**src/rtl/aluPkg.sv**
```systemverilog
package aluPkg;

  typedef enum logic [2:0] {
    OP_AND = 3'b000,
    OP_OR  = 3'b001,
    OP_ADD = 3'b010,
    OP_SUB = 3'b110,
    OP_SLT = 3'b111
  } aluOpE;

  typedef enum logic [1:0] {
    SEL_AND  = 2'd0,
    SEL_OR   = 2'd1,
    SEL_SUM  = 2'd2,
    SEL_LESS = 2'd3
  } outSelE;

  typedef struct packed {
    logic   bNegate;
    outSelE outSel;
    logic   arith;
    logic   valid;
  } aluCtrlT;

endpackage

```
**src/rtl/aluControl.sv**
```systemverilog
module aluControl
  import aluPkg::*;
(
  input  logic [2:0] opCode,
  output aluCtrlT    ctrl
);

  always_comb begin
    ctrl.bNegate = 1'b0;
    ctrl.outSel  = SEL_AND;
    ctrl.arith   = 1'b0;
    ctrl.valid   = 1'b1;
    case (opCode)
      OP_AND: ctrl.outSel = SEL_AND;
      OP_OR:  ctrl.outSel = SEL_OR;
      OP_ADD: begin
        ctrl.outSel = SEL_SUM;
        ctrl.arith  = 1'b1;
      end
      OP_SUB: begin
        ctrl.outSel  = SEL_SUM;
        ctrl.bNegate = 1'b1;
        ctrl.arith   = 1'b1;
      end
      OP_SLT: begin
        ctrl.outSel  = SEL_LESS;
        ctrl.bNegate = 1'b1;
        ctrl.arith   = 1'b1;
      end
      default: ctrl.valid = 1'b0;
    endcase
  end

endmodule

```
**src/rtl/aluSlice.sv**
```systemverilog
module aluSlice
  import aluPkg::*;
(
  input  logic   aBit,
  input  logic   bBit,
  input  logic   bNegate,
  input  logic   carryIn,
  input  logic   lessIn,
  input  outSelE outSel,
  output logic   genBit,
  output logic   propBit,
  output logic   resBit
);

  logic bEff;

  assign bEff    = bBit ^ bNegate;
  assign genBit  = aBit & bEff;
  assign propBit = aBit ^ bEff;

  always_comb begin
    case (outSel)
      SEL_AND: resBit = aBit & bBit;
      SEL_OR:  resBit = aBit | bBit;
      SEL_SUM: resBit = propBit ^ carryIn;
      default: resBit = lessIn;
    endcase
  end

endmodule

```
**src/rtl/aluDatapath.sv**
```systemverilog
module aluDatapath
  import aluPkg::*;
#(
  parameter int WIDTH = 32
) (
  input  logic [WIDTH-1:0] opA,
  input  logic [WIDTH-1:0] opB,
  input  aluCtrlT          ctrl,
  output logic [WIDTH-1:0] result,
  output logic             isZero,
  output logic             overflow,
  output logic             carryOut
);

  localparam int MSB = WIDTH - 1;

  logic [WIDTH-1:0] genVec;
  logic [WIDTH-1:0] propVec;
  logic [WIDTH-1:0] sliceRes;
  logic [WIDTH-1:0] lessVec;
  logic [WIDTH:0]   carry;
  logic             ovfRaw;
  logic             setBit;

  always_comb begin
    logic [WIDTH:0] cTmp;
    cTmp[0] = ctrl.bNegate;
    for (int i = 0; i < WIDTH; i++) begin
      cTmp[i+1] = genVec[i] | (propVec[i] & cTmp[i]);
    end
    carry = cTmp;
  end

  assign ovfRaw  = carry[WIDTH] ^ carry[MSB];
  assign setBit  = propVec[MSB] ^ carry[MSB] ^ ovfRaw;
  assign lessVec = {{(WIDTH-1){1'b0}}, setBit};

  for (genvar i = 0; i < WIDTH; i++) begin : gSlice
    aluSlice uSlice (
      .aBit    (opA[i]),
      .bBit    (opB[i]),
      .bNegate (ctrl.bNegate),
      .carryIn (carry[i]),
      .lessIn  (lessVec[i]),
      .outSel  (ctrl.outSel),
      .genBit  (genVec[i]),
      .propBit (propVec[i]),
      .resBit  (sliceRes[i])
    );
  end

  assign result   = ctrl.valid ? sliceRes : '0;
  assign isZero   = ~|result;
  assign overflow = ctrl.arith & ovfRaw;
  assign carryOut = ctrl.arith & carry[WIDTH];

endmodule

```
**src/rtl/aluTop.sv**
```systemverilog
module aluTop
  import aluPkg::*;
#(
  parameter int WIDTH = 32
) (
  input  logic [WIDTH-1:0] opA,
  input  logic [WIDTH-1:0] opB,
  input  logic [2:0]       opCode,
  output logic [WIDTH-1:0] result,
  output logic             isZero,
  output logic             overflow,
  output logic             carryOut
);

  aluCtrlT ctrl;

  aluControl uCtrl (
    .opCode (opCode),
    .ctrl   (ctrl)
  );

  aluDatapath #(.WIDTH(WIDTH)) uPath (
    .opA      (opA),
    .opB      (opB),
    .ctrl     (ctrl),
    .result   (result),
    .isZero   (isZero),
    .overflow (overflow),
    .carryOut (carryOut)
  );

endmodule

```
**config.mk**
```make
export PLATFORM = sky130hd
export DESIGN_NAME = aluTop
export DESIGN_NICKNAME = d
export VERILOG_FILES = /design/src/rtl/aluPkg.sv /design/src/rtl/aluControl.sv /design/src/rtl/aluSlice.sv /design/src/rtl/aluDatapath.sv /design/src/rtl/aluTop.sv
export SDC_FILE = /design/constraint.sdc
export NUM_CORES = 1
export LEC_CHECK = 0
export ABC_CLOCK_PERIOD_IN_PS = 23400
export BUFFER_PORTS_ARGS = -buffer_cell sky130_fd_sc_hd__buf_4
export CAP_MARGIN = 20
export CORE_ASPECT_RATIO = 0.6
export CORE_MARGIN = 2
export CORE_UTILIZATION = 47
export DETAILED_ROUTE_END_ITERATION = 16
export PLACE_DENSITY = 0.92
export SYNTH_ARGS = -nofsm -noshare
export SYNTH_HDL_FRONTEND = slang
export SYNTH_SLANG_ARGS = --single-unit
```
**constraint.sdc**
```tcl
create_clock -name vclk -period 23.4
set_input_delay 4.68 -clock vclk [all_inputs]
set_output_delay 4.68 -clock vclk [all_outputs]
set_load 0.03 [all_outputs]
```
==> flow_summary.json <==
{
  "fin_tns_setup_ps": 0,
  "pre_cts_ws_ps": 359,
  "route.detailed.drc": 0,
  "ys_seq_area_share_pct": 0,
  "p_switching_w": 0.0000492,
  "cp_slowest_cell": "fa_1",
  "clkbuf_count": 0,
  "tightest_slew_ps": 667,
  "cp_max_fo": 6,
  "status": "completed",
  "worst-setup-path-type": "in2out",
  "start_util_pct": 49.0,
  "track_usage_pct": 24.2,
  "endpoint_kind": "output pin",
  "vdd_ir_drop_max_uv": 20.3,
  "final-seq-area_um2": 0,
  "synth_largest_area_cell": "fa_1",
  "drive_gt1_share_pct": 43.2,
  "die_area_mm2": 0.00436,
  "ant_nets": 0,
  "vias": 1729,
  "postCtsSetupBuffers": 0,
  "critical_path.max_stage_delay_ps": 440,
  "fin_crit_sh_pct": 98.2,
  "worstPathRequired_ps": 18720,
  "dpl.hpwl_um": 4430,
  "synth_top_area_share_pct": 35.6,
  "pwr-share-seq_pct": 0,
  "hold_viol_final": 0,
  "hold_class": "in2out",
  "fin_util_pct": 70.7,
  "wirelength_um": 5220,
  "synthTopCellsByArea": "fa_1 36%, xnor2_1 15%, maj3_1 14%",
  "fillers": 307,
  "synthCells": 179,
  "n_antenna_cell": 0,
  "grt_pass1_wl_um": 8480,
  "synthDistinctLibCells": 22,
  "gp_congestion": 0.852,
  "p_leak_nw": 1.12,
  "setup_ws_ps": 429,
  "drt_iter0_drc": 67,
  "die_width_um": 83.9,
  "crit_top_cell": "fa_1",
  "slew_violations": 0,
  "mostFrequentLayoutCells": "105 x buf_4, 31 x xnor2_1, 31 x fa_1, 29 x a22o_1, 26 x maj3_1",
  "synth_warnings": 0,
  "grt_max_degree": 37,
  "ioPinCount": 102,
  "finalNetCount": 374,
  "fp-row-count": 17,
  "area_growth_pct": 44.3,
  "timing.hold.ws_ps": 9820,
  "setup_viol": 0,
  "routed_via_density": 5.44,
  "syn_nets": 280,
  "antenna_found_initial": 0,
  "port_buffers": 102,
  "critPathLaunchType": "input pin",
  "comb_power_share_pct": 100.0,
  "p_clk_share_pct": 0,
  "first_pass_iters": 4,
  "rsz0062_at_grt": "false",
  "p_int_w": 0.0000413,
  "first_global_vias": 1782,
  "die_h_um": 52.0,
  "wl_per_cell_um": 16.4,
  "arrival_ps": 18290,
  "grt-ovfl-total": 0,
  "cap_viol_max_count": 0,
  "powerDensity_mw_per_mm2": 34.8,
  "synth_area_per_cell_um2": 10.1,
  "final_common_cell": "buf_4",
  "seq_cells": 0,
  "core_mm2": 0.00368,
  "max-slew-margin-rel_pct": 55.3,
  "fin_crit_ps": 22970,
  "swShare_pct": 54.4,
  "finalPower_w": 0.0000905,
  "fmax_mhz": 43.5,
  "netlist_area_mm2": 0.00180
}
per-stage QoR:
stage               cells  instance area, um2
detailed placement    318                2580
floorplan             179                1800
CTS                   318                2580
global route          318                2600
finish                318                2600
global placement      318                2580
final timing paths:
path	end	cells after the start	from	slack [ps]
min	carryOut	4	opCode[1]	9820
max	isZero	40	opCode[1]	430
cells by family after synthesis:
group	after synthesis	synth area share, %
AO/OA/AOI/OAI	34	15.5
adder cells (fa/ha/maj)	65	54.5
XOR/XNOR	32	15.6
buffers and inverters	21	5.76
AND/OR/NAND/NOR	27	8.68
worst max-delay path, delay by kind of cell:
kind	cells	cell delay, ps
xor gates and xnor gates	1	150
adders and majority gates	30	11810
AOI/OAI and AO/OA	1	270
and+or+nand+nor	4	910
buffers and inverters	4	460
synthesized netlist by cell type, drive strengths merged, types with 2 or more instances:
| master | count |
|---|---|
| o21ai | 5 |
| nor4 | 6 |
| clkbuf | 5 |
| buf | 8 |
| ha | 2 |
| a22o | 29 |
| nor2 | 6 |
| fa | 32 |
| nor2b | 3 |
| nand2 | 7 |
| nand4bb | 3 |
| xnor2 | 31 |
| inv | 8 |
| maj3 | 31 |
power groups by stage:
stage                     registers [W]   logic, W  clock network, W
final                                 0  0.0000905                 0
after global routing                  0  0.0000991                 0
after CTS                             0  0.0000897                 0
after detailed placement              0  0.0000897                 0
after global placement                0  0.0000862                 0
after floorplan                       0  0.0000558                 0
repair_timing:
item | in CTS | in global routing
gates resized for setup | 0 | 3
hold buffers | 0 | 0
setup endpoints to repair | 0 | 1
routing by layer:
metal  GRT usage [%]  share of wire (%)  vias to the layer above
met1            34.3                 43                      823
li1                -                  -                      824
met2            42.4                 49                       80
met5               0                  0                        -
met3            2.86                7.8                        2
met4            1.08               0.15                        0
final cells by class:
class	instances	area (um2)	share of cell area, %
repair buffers	105	788	30.3
well taps	47	58.8	2.26
inverters	8	30.0	1.15
multi-input cells	158	1720	66.3
No activity file was read; power rests on OpenSTA's default activity.
